### src/rtl/dma_req_pkg.sv
package dma_req_pkg;

    typedef enum logic [1:0] {
        ST_OFF  = 2'd0,
        ST_WAIT = 2'd1,
        ST_REQ  = 2'd2
    } req_state_e;

    typedef enum logic [2:0] {
        SRC_NONE = 3'd0,
        SRC_EXT  = 3'd1,
        SRC_AUTO = 3'd2,
        SRC_RX   = 3'd3,
        SRC_TX   = 3'd4,
        SRC_CMP  = 3'd5
    } req_src_e;

    typedef struct packed {
        req_src_e src;
        logic     dual;
        logic     dir_m2d;
        logic     invalid;
    } sel_dec_t;

    function automatic sel_dec_t decode_sel(input logic [3:0] code);
        sel_dec_t d;
        d = '{src: SRC_NONE, dual: 1'b0, dir_m2d: 1'b0, invalid: 1'b1};
        case (code)
            4'b0000: d = '{src: SRC_EXT,  dual: 1'b1, dir_m2d: 1'b0, invalid: 1'b0};
            4'b0010: d = '{src: SRC_EXT,  dual: 1'b0, dir_m2d: 1'b0, invalid: 1'b0};
            4'b0011: d = '{src: SRC_EXT,  dual: 1'b0, dir_m2d: 1'b1, invalid: 1'b0};
            4'b0100: d = '{src: SRC_AUTO, dual: 1'b1, dir_m2d: 1'b0, invalid: 1'b0};
            4'b0101: d = '{src: SRC_RX,   dual: 1'b1, dir_m2d: 1'b0, invalid: 1'b0};
            4'b0110: d = '{src: SRC_TX,   dual: 1'b1, dir_m2d: 1'b0, invalid: 1'b0};
            4'b0111: d = '{src: SRC_CMP,  dual: 1'b1, dir_m2d: 1'b0, invalid: 1'b0};
            default: d = '{src: SRC_NONE, dual: 1'b0, dir_m2d: 1'b0, invalid: 1'b1};
        endcase
        return d;
    endfunction

endpackage

### src/rtl/dma_req_sync.sv
module dma_req_sync #(
    parameter int STAGES    = 2,
    parameter bit RESET_VAL = 1'b1
) (
    input  logic clk,
    input  logic rst_n,
    input  logic d_in,
    output logic q_out
);
    logic [STAGES-1:0] stg_q;

    always_ff @(posedge clk or negedge rst_n) begin
        if (!rst_n) begin
            stg_q <= {STAGES{RESET_VAL}};
        end else begin
            stg_q <= {stg_q[STAGES-2:0], d_in};
        end
    end

    assign q_out = stg_q[STAGES-1];

    initial begin
        assert (STAGES >= 2) else $error("synchronizer needs at least two stages");
    end
endmodule

### src/rtl/dma_req_detect.sv
module dma_req_detect (
    input  logic clk,
    input  logic rst_n,
    input  logic pin_n,       // synchronized, active low
    input  logic edge_mode,   // 1: falling edge, 0: low level
    input  logic enable,      // gate open and external source selected
    input  logic consume,     // request acknowledged this cycle
    output logic trigger
);
    logic prev_q;
    logic pend_q;
    logic fall;

    assign fall = edge_mode & prev_q & ~pin_n;

    always_ff @(posedge clk or negedge rst_n) begin
        if (!rst_n) begin
            prev_q <= 1'b1;
            pend_q <= 1'b0;
        end else begin
            prev_q <= pin_n;
            if (!enable) begin
                pend_q <= 1'b0;
            end else begin
                pend_q <= (pend_q & ~consume) | fall;
            end
        end
    end

    assign trigger = edge_mode ? pend_q : ~pin_n;

    AST_FALL_LATCHED: assert property (@(posedge clk) disable iff (!rst_n)
        (enable && edge_mode && prev_q && !pin_n) |=> pend_q);
    AST_PEND_DISCARD: assert property (@(posedge clk) disable iff (!rst_n)
        !enable |=> !pend_q);
endmodule

### src/rtl/dma_req_fsm.sv
module dma_req_fsm
    import dma_req_pkg::*;
(
    input  logic clk,
    input  logic rst_n,
    input  logic gate_open,
    input  logic trigger,
    input  logic ack,
    output logic req,
    output logic busy
);
    req_state_e state_q, state_d;

    always_comb begin
        state_d = state_q;
        unique case (state_q)
            ST_OFF:  if (gate_open) state_d = ST_WAIT;
            ST_WAIT: if (trigger)   state_d = ST_REQ;
            ST_REQ:  if (ack)       state_d = ST_WAIT;
            default:                state_d = ST_OFF;
        endcase
        if (!gate_open) state_d = ST_OFF;
    end

    always_ff @(posedge clk or negedge rst_n) begin
        if (!rst_n) state_q <= ST_OFF;
        else        state_q <= state_d;
    end

    always_comb begin
        req  = (state_q == ST_REQ) && gate_open;
        busy = (state_q == ST_REQ);
    end

    AST_GATE_CLOSES: assert property (@(posedge clk) disable iff (!rst_n)
        !gate_open |=> state_q == ST_OFF);
    AST_HOLD_REQ: assert property (@(posedge clk) disable iff (!rst_n)
        (state_q == ST_REQ && !ack && gate_open) |=> state_q == ST_REQ);
    AST_ACK_RELEASE: assert property (@(posedge clk) disable iff (!rst_n)
        (state_q == ST_REQ && ack && gate_open) |=> state_q == ST_WAIT);
endmodule

### src/rtl/dma_req_gen.sv
module dma_req_gen
    import dma_req_pkg::*;
#(
    parameter int SYNC_STAGES = 2
) (
    input  logic       clk,
    input  logic       rst_n,
    input  logic [3:0] sel_code,
    input  logic       detect_edge,
    input  logic       chan_en,
    input  logic       master_en,
    input  logic       xfer_end,
    input  logic       nmi_flag,
    input  logic       addr_err,
    input  logic       ext_req_n,
    input  logic       periph_rx_full,
    input  logic       periph_tx_empty,
    input  logic       periph_cmp_match,
    input  logic       req_ack,
    output logic       req_out,
    output logic       dual_mode,
    output logic       single_dir,
    output logic       cfg_invalid
);
    sel_dec_t dec;
    logic     gate_open;
    logic     pin_sync_n;
    logic     ext_trig;
    logic     trig;
    logic     fsm_busy;
    logic     consume;

    assign dec       = decode_sel(sel_code);
    assign gate_open = chan_en & master_en & ~xfer_end & ~nmi_flag & ~addr_err & ~dec.invalid;
    assign consume   = fsm_busy & req_ack;

    dma_req_sync #(.STAGES(SYNC_STAGES), .RESET_VAL(1'b1)) u_sync (
        .clk   (clk),
        .rst_n (rst_n),
        .d_in  (ext_req_n),
        .q_out (pin_sync_n)
    );

    dma_req_detect u_detect (
        .clk       (clk),
        .rst_n     (rst_n),
        .pin_n     (pin_sync_n),
        .edge_mode (detect_edge),
        .enable    (gate_open && (dec.src == SRC_EXT)),
        .consume   (consume),
        .trigger   (ext_trig)
    );

    always_comb begin
        unique case (dec.src)
            SRC_EXT:  trig = ext_trig;
            SRC_AUTO: trig = 1'b1;
            SRC_RX:   trig = periph_rx_full;
            SRC_TX:   trig = periph_tx_empty;
            SRC_CMP:  trig = periph_cmp_match;
            default:  trig = 1'b0;
        endcase
    end

    dma_req_fsm u_fsm (
        .clk       (clk),
        .rst_n     (rst_n),
        .gate_open (gate_open),
        .trigger   (trig),
        .ack       (req_ack),
        .req       (req_out),
        .busy      (fsm_busy)
    );

    assign dual_mode   = dec.dual;
    assign single_dir  = dec.dir_m2d;
    assign cfg_invalid = dec.invalid;

    AST_INVALID_QUIET: assert property (@(posedge clk) disable iff (!rst_n)
        cfg_invalid |-> !req_out);
    AST_MODE_EXCL: assert property (@(posedge clk) disable iff (!rst_n)
        !(dual_mode && single_dir) && !(cfg_invalid && (dual_mode || single_dir)));
    AST_ABORT_DROPS: assert property (@(posedge clk) disable iff (!rst_n)
        (xfer_end || nmi_flag || addr_err) |-> !req_out);
    AST_ACK_GAP: assert property (@(posedge clk) disable iff (!rst_n)
        (req_out && req_ack) |=> !req_out);
endmodule

### config.mk
export PLATFORM = sky130hd
export DESIGN_NAME = dma_req_gen
export DESIGN_NICKNAME = d
export VERILOG_FILES = /design/src/rtl/dma_req_pkg.sv /design/src/rtl/dma_req_sync.sv /design/src/rtl/dma_req_detect.sv /design/src/rtl/dma_req_fsm.sv /design/src/rtl/dma_req_gen.sv
export SDC_FILE = /design/constraint.sdc
export NUM_CORES = 1
export LEC_CHECK = 0
export CORE_AREA = 2 2 39 41
export CTS_CLUSTER_DIAMETER = 40
export DETAILED_ROUTE_END_ITERATION = 10
export DIE_AREA = 0 0 41 43
export GPL_ROUTABILITY_DRIVEN = 0
export PLACE_DENSITY_LB_ADDON = 0.08
export SYNTH_ARGS = -nofsm -noshare
export SYNTH_HDL_FRONTEND = slang
export SYNTH_SLANG_ARGS = --single-unit
### constraint.sdc
create_clock -name clk -period 1.85 [get_ports clk]
set_input_delay 0.2775 -clock clk [delete_from_list [all_inputs] [get_ports clk]]
set_output_delay 0.2775 -clock clk [all_outputs]
set_load 0.03 [all_outputs]
Word level (Yosys, flattened, before mapping). Cells that the tools add are included.

Bitwise logic cells: 16. Equal/unequal tests: 15. Reduce and logical (&&, ||, !) cells: 5. Mux-type cells: 8.

Operators by type and width (count): $pmux 6 s7 (1); $eq 4x3->1 const B (4); $and 1x1->1 (9); $eq 4x2->1 const B (2); $eq 3x2->1 const B (2); $eq 3x3->1 const B (2); $mux 2 (3); $ne 3x3->1 const B (2); $not 1->1 (6); $pmux 2 s3 (1); $pmux 1 s5 (1); $logic_not 4->1 (1); $eq 3x1->1 const B (1); $eq 2x1->1 const B (1); $eq 2x2->1 const B (1); $logic_and 1x1->1 (2); $logic_not 2->1 (1); $mux 1 (2); $reduce_and 2->1 (1); $or 1x1->1 (1).

Register bits: 6. Logic and storage cells: 48. Output and inout bits: 4.

Depth between registers and ports, before layout. Gate-level depths: netlist of run 1.

Depth in word-level cells: 7. Gate-level depth with buffers: 4. Depth with buffers taken out: 4.

Hierarchy. Synthesis of run 1 repeated with hierarchy kept, for this count alone.

Cell total of the unflattened synthesis: 44. Area total of the unflattened synthesis: 406.6 um^2.

By module, submodules not included: dma_req_gen (cells an instance 24, times used 1, seq. area each 0.0 um^2, area each 155.1 um^2); dma_req_fsm (cells an instance 11, times used 1, seq. area each 50.0 um^2, area each 113.9 um^2); dma_req_detect (cells an instance 7, times used 1, seq. area each 51.3 um^2, area each 85.1 um^2); dma_req_sync (cells an instance 2, times used 1, seq. area each 52.6 um^2, area each 52.6 um^2).

Worst setup path after synthesis of run 1. Ideal clock, no wire load.

Path kind: in2out. Start: input port sel_code[1]. End: output port req_out. Buffers on the path: 0. Required time: 1.572 ns. Stages on the path: 4. Setup slack: -0.018 ns. Data arrival time: 1.590 ns. Path through: nand2b_1 > o21bai_1 > nand2b_1 > nor3b_1.

Longest elaborated chain between the ends: 5. Elaborated cells between the ends (all ways): 11. Classes of those cells: eq/ne (6); mux (1); bitwise (2); reduce/logical (2).

RTL lines: start, declared (line dma_req_gen.sv:8) `input logic [3:0] sel_code,`; $eq 4x3->1, or another cell as far along (line dma_req_pkg.sv:28) `case (code)`; $pmux 6 s7 (*) (line dma_req_pkg.sv:28); via cfg_invalid (line dma_req_gen.sv:23) `output logic cfg_invalid`; $not 1->1 (*) (line dma_req_gen.sv:34) `assign gate_open = chan_en & master_en & ~xfer_end & ~nmi_flag & ~addr_err & ~dec.invalid;`; $and 1x1->1 (*) (line dma_req_gen.sv:34); $logic_and 1x1->1 (*) (line dma_req_fsm.sv:31) `req = (state_q == ST_REQ) && gate_open;`; end, declared (line dma_req_gen.sv:20) `output logic req_out,`.

Mark *: on every way through the listed nets, which the timed path passes. The rest lies on a longest branch.

Worst setup path after layout of run 1.
Start: input port nmi_flag. End: output port req_out.

Longest elaborated chain between the ends: 5.

RTL lines: start, declared (line dma_req_gen.sv:13) `input logic nmi_flag,`; $not 1->1 (line dma_req_gen.sv:34); $and 1x1->1 (3 in series) (line dma_req_gen.sv:34); $logic_and 1x1->1 (line dma_req_fsm.sv:31).

Every way passes these cells.

==> results.yml, run 1 <==
grt:
  grt_pass1_vias: 323
  overflow: 0
  grt_usage_pct: 10.7
  grt_pass1_wl_microns: 1210
  antenna_found_initial: 0
  grt_start_max_net_pins: 7
timing:
  period_minus_slack_ps: 1760
  tightest_slew_ps: 337
  post-route-period-util_pct: 95.0
  maxSlewHeadroom_pct: 77.5
  setup_viol: 0
  rsz0062_at_grt: "false"
  clock.fmax_mhz: 569
  setup_tns_ps: 0
  clock_skew_ps: 7.28
  finalHoldViolations: 0
  timing.final.max_slew_violations: 0
worst_hold_path:
  hold_path_class: "in2async"
cells_and_area:
  final_cell_mix: "clkdlybuf4s50_1, buf_4, nand2_1, o21ai_0"
  antenna_cells: 0
  area_growth_pct: 85.2
  final_common_cell: "clkdlybuf4s50_1"
  final_area_sq_um: 642
  ff_latch_area_sq_um: 154
  nFillCells: 145
  multi_input_area_sq_um: 208
  layout.nets: 82
  drive_above_1_share_pct: 32.8
floorplanning:
  start_util_pct: 25.0
  die_area_sq_mm: 0.00176
  die_y_microns: 43
  core_region_area_sq_mm: 0.00138
  rows: 14
  die_width_microns: 41
  io_pins: 21
worst_setup_path:
  crit_path_start_kind: "input pin"
  cp.required_ps: 1570
  path_buf_inv: 2
  cp_max_fo: 2
  cp_cell_sequence: "clkdlybuf4s50_1 > nor4_4 > nand2b_1 > nor3b_2 > buf_4"
  critPathSlowestCell: "clkdlybuf4s50_1"
  arrival_ps: 1480
  cpPeakStageDelay_ps: 440
  cp_top_family: "buffers and inverters"
  critPathKind: "in2out"
  reg2reg_slack_ps: 710
  endpoint_kind: "primary output"
synth:
  synth_cells: 36
  syn_nets: 53
  seq_area_frac_synth_pct: 44.4
  ys_warn_count: 0
  synthDistinctLibCells: 20
  ys_seq_elements: 6
  synth_area_sq_um: 347
  syn_area_per_cell_sq_um: 9.63
detailed_routing:
  routedWlPerCell_microns: 11.4
  vias_per_cell: 4.56
  drt-initial-drc-count: 7
  num_vias: 365
  drc_errors: 0
  ant_nets: 0
  drtPass1Iterations: 4
  wl_microns: 910
cts:
  numClockSinks: 6
  cts_hold_buf: 0
  clkLatencyLatePin_ps: 240
  htree_num_levels: 1
  cts_tree: "done"
  cts_root_buffer: "clkbuf_4"
  cts_buffers: 3
  clock_path_buffers: 2
  clkTransAtPathRegs_ps: 50
placed_design:
  dpl.hpwl_microns: 730
  io_buffers: 20
  placed_cell_area_sq_um: 584
run_status:
  status: "completed"
job:
  cap_violations: 0
pwr:
  cellPowerDensity_mw_per_mm2: 541
  power_leakage_nw: 0.285
  peakVddDrop_uv: 249
## cells in the mapped netlist (all sizes together)
master | instances | share of area [%]
nand2 | 5 | 5.4
o21ai | 4 | 5.8
dfrtp | 3 | 22
dfstp | 3 | 23
nor2 | 3 | 3.2
nor3b | 3 | 7.9
inv | 2 | 2.2
nand2b | 2 | 3.6
nor3 | 2 | 4.3
a2111oi | 1 | 4.3
a211oi | 1 | 3.6
a21oi | 1 | 1.4
and3 | 1 | 1.8
mux2i | 1 | 2.9
nand3b | 1 | 2.2
nor4 | 1 | 1.8
o21ba | 1 | 2.9
o21bai | 1 | 2.2
## routing by layer
| metal | up-vias | part of all wire (%) | track usage, % |
|---|---|---|---|
| met1 | 169 | 38 | 9.60 |
| met2 | 13 | 54 | 17.5 |
| li1 | 183 | - | - |
| met3 | 0 | 8.6 | 3.14 |
| met5 | - | 0 | 0 |
| met4 | 0 | 0 | 10.0 |
## report_power, final
part,internal (mW),switching [mW],total [mW]
Sequential,0.138,0.00147,0.139
Combinational,0.0459,0.0338,0.0797
Clock,0.0816,0.0467,0.128
## state kept, by name, indices dropped and copies added, names as in the netlist
name / flops
u_fsm.state_q: 2
u_detect.prev_q: 1
u_sync.stg_q: 2
u_detect.pend_q: 1
## cell families after synthesis
kind of cell | share of synthesized area (%)
DFF | 44.4
and+or+nand+nor | 30.3
AOI/OAI and AO/OA | 20.2
buffers and inverters | 2.17
muxes | 2.89
## worst paths after layout
kind                                  from          endpoint  cells after the start
setup / recovery                  nmi_flag           req_out                      5
hold / removal                       rst_n  u_fsm.state_q[1]                      1
setup reg to reg           u_sync.stg_q[1]  u_fsm.state_q[0]                      3
hold reg to reg            u_sync.stg_q[0]   u_sync.stg_q[1]                      0
max in group asynchronous            rst_n   u_sync.stg_q[0]                      1
min in group clk           u_sync.stg_q[0]   u_sync.stg_q[1]                      0
## timing repair
action	in CTS	in global routing
pin swaps	0	3
cloned	0	0
buffers inserted	0	1
gates resized for setup	2	5
hold endpoints to repair	0	0
endpoints found under the setup margin	1	1
## per-stage QoR
step           std cells  worst slack [ps]  hold slack [ps]  power, mW  util [%]
2_1_floorplan         36               267            -18.1      0.165         -
3_3_place_gp          75              17.7              350      0.217      42.2
3_5_place_dp          75             -25.1              352      0.219      42.2
4_1_cts               79              50.7              258      0.354      44.5
5_1_grt               80              16.4              254      0.376      46.4
6_report              80              93.2              257      0.347      46.4
## layout make-up
| type | count | share of cell area, % |
|---|---|---|
| repair buffers | 24 | 35.3 |
| well taps | 16 | 3.12 |
| inverters | 2 | 1.17 |
| multi-input cells | 28 | 32.4 |
| flip-flops and latches | 6 | 24.0 |
| clock buffers | 4 | 4.09 |
Note: power is estimated with default switching activity, not from simulation.
==> run 2: changes to the inputs <==
==> constraint.sdc (replaced) <==
create_clock -name clk -period 1.85 [get_ports clk]
set_input_delay 0.37 -clock clk [delete_from_list [all_inputs] [get_ports clk]]
set_output_delay 0.37 -clock clk [all_outputs]
set_load 0.03 [all_outputs]
==> run 2 against run 1 <==
Largest power group unchanged. Clock skew rose by 1.0 ps. Global-route usage rose by 1.6 points. Hold slack improved by 97 ps. Critical endpoint unchanged. Worst setup slack got worse by 5.3 ps. Sequential power barely moved. Largest cell class unchanged. Maximum frequency fell by 0.30%. Combinational power rose by 9.2%. Critical path depth did not move. Sequential share of layout area fell by 1.7 points.
==> results.yml, run 2 (synthesis gave the netlist of run 1 again) <==
worst_hold_path:
  worst_hold_startpoint: "u_sync.stg_q[0]"
  hold_end: "u_sync.stg_q[1]"
  hold_path_class: "reg2reg"
  min_path_cells: 0
cts:
  htree_num_levels: 1
  numClockSinks: 6
  clkTransAtPathRegs_ps: 40
  cts_root_buffer: "clkbuf_4"
  clock_path_buffers: 2
  clkLatencyLatePin_ps: 240
  cts_tree: "done"
  cts_buffers: 3
detailed_routing:
  vias_per_cell: 4.55
  wl_microns: 952
  ant_nets: 0
  drt-initial-drc-count: 0
  num_vias: 387
  drc_errors: 0
  drtPass1Iterations: 1
  routedWlPerCell_microns: 11.2
cells_and_area:
  final_area_sq_um: 692
  reg.largest.list: "u_fsm.state_q: 2 flops, u_sync.stg_q: 2 flops"
  antenna_cells: 0
  layout.nets: 87
  final_common_cell: "buf_4"
  area_growth_pct: 99.6
  drive_above_1_share_pct: 42.0
  final_cell_mix: "buf_4, dlygate4sd2_1, clkdlybuf4s50_1"
floorplanning:
  core_region_area_sq_mm: 0.00138
  rows: 14
  die_y_microns: 43
  io_pins: 21
  die_width_microns: 41
  die_area_sq_mm: 0.00176
  start_util_pct: 25.0
pwr:
  cellPowerDensity_mw_per_mm2: 505
  pwr-share-seq_pct: 39.9
  p_int_mw: 0.269
  combPwrFrac_pct: 24.9
  swShare_pct: 23.0
  peakVddDrop_uv: 316
  power_switching_mw: 0.0803
  clkPwrFrac_pct: 35.2
  power_leakage_nw: 0.315
job:
  cap_violations: 0
worst_setup_path:
  cp.required_ps: 1480
  endpoint_kind: "primary output"
  cpPeakStageDelay_ps: 330
  critPathKind: "in2out"
  arrival_ps: 1390
  timing.rr.start: "u_sync.stg_q[1]"
  cp_top_family: "simple AND/OR/NAND/NOR gates"
  critPathSlowestCell: "nor4_4"
  r2r_end: "u_fsm.state_q[0]"
  cp_cell_sequence: "dlygate4sd2_1 > nor4_4 > nand2b_4 > nor3b_2 > buf_4"
  cp_max_fo: 2
  reg2reg_slack_ps: 700
  path_buf_inv: 2
  crit_path_start_kind: "input pin"
  reg2reg_depth: 3
placed_design:
  io_buffers: 20
  dpl.hpwl_microns: 771
  placed_cell_area_sq_um: 607
timing:
  tightest_slew_ps: 334
  post-route-period-util_pct: 95.2
  setup_viol: 0
  timing.final.max_slew_violations: 0
  rsz0062_at_grt: "false"
  maxSlewHeadroom_pct: 77.7
  setup_tns_ps: 0
  finalHoldViolations: 0
  clock_skew_ps: 8.31
  clock.fmax_mhz: 568
  period_minus_slack_ps: 1760
grt:
  use_met3_pct: 3.14
  overflow: 0
  antenna_found_initial: 0
  grt_usage_pct: 12.4
  gr-usage-met2_pct: 21.9
  grt.busiest_layer: "met2"
  grt_pass1_wl_microns: 1430
  grt_pass1_vias: 381
  grt_start_max_net_pins: 7
  use_met1_pct: 11.3
run_status:
  status: "completed"
## run 2: worst max-delay path by stage
stage | startpoint | to | depth (start not counted)
2_1_floorplan | sel_code[1] | req_out | 4
3_3_place_gp | chan_en | req_out | 6
3_5_place_dp | chan_en | req_out | 6
4_1_cts | xfer_end | req_out | 5
5_1_grt | nmi_flag | req_out | 5
6_report | nmi_flag | req_out | 5
## run 2: area by class of cell
cell class,count,area (sq um)
well taps,16,20.0
repair buffers,29,250
flip-flops and latches,6,154
multi-input cells,28,234
clock buffers,4,26.3
inverters,2,7.51
fillers,138,692
## run 2: what timing repair did
item | in CTS | in global routing
hold buffers | 0 | 0
setup endpoints to repair | 1 | 1
buffers inserted | 3 | 0
pin swaps | 3 | 1
resized for setup | 15 | 1
## run 2: power groups by stage
stage	registers [mW]	clock network, mW	logic (mW)
floorplan	0.141	0	0.0240
global placement	0.141	0	0.0809
detailed placement	0.141	0	0.0828
CTS	0.139	0.130	0.0882
global route	0.140	0.139	0.0936
finish	0.139	0.123	0.0870
## run 2: metal layers
metal,part of all wire [%],wire [microns],vias to the layer above
met2,56,533,13
met1,37,351,181
li1,-,-,193
met4,0,0,0
met5,0,0,-
met3,7.0,67,0
## run 2: through the flow
step | total power, mW | hold WS [ps] | std cells | worst slack, ps | util, %
2_1_floorplan | 0.165 | 74.4 | 36 | 82.1 | -
3_3_place_gp | 0.222 | 350 | 78 | -77.1 | 43.9
3_5_place_dp | 0.224 | 351 | 78 | -223 | 43.9
4_1_cts | 0.358 | 357 | 85 | 4.74 | 49.8
5_1_grt | 0.372 | 362 | 85 | 33.5 | 50.0
6_report | 0.349 | 354 | 85 | 87.9 | 50.0
==> run 3: changes to the inputs <==
--- a/config.mk
+++ b/config.mk
@@ -5,6 +5,7 @@
 export SDC_FILE = /design/constraint.sdc
 export NUM_CORES = 1
 export LEC_CHECK = 0
+export ABC_CLOCK_PERIOD_IN_PS = 1850
 export CORE_AREA = 2 2 39 41
 export CTS_CLUSTER_DIAMETER = 40
 export DETAILED_ROUTE_END_ITERATION = 10
==> results of run 3 <==
No change in the layout: final DEF, timing and power equal those of run 2.
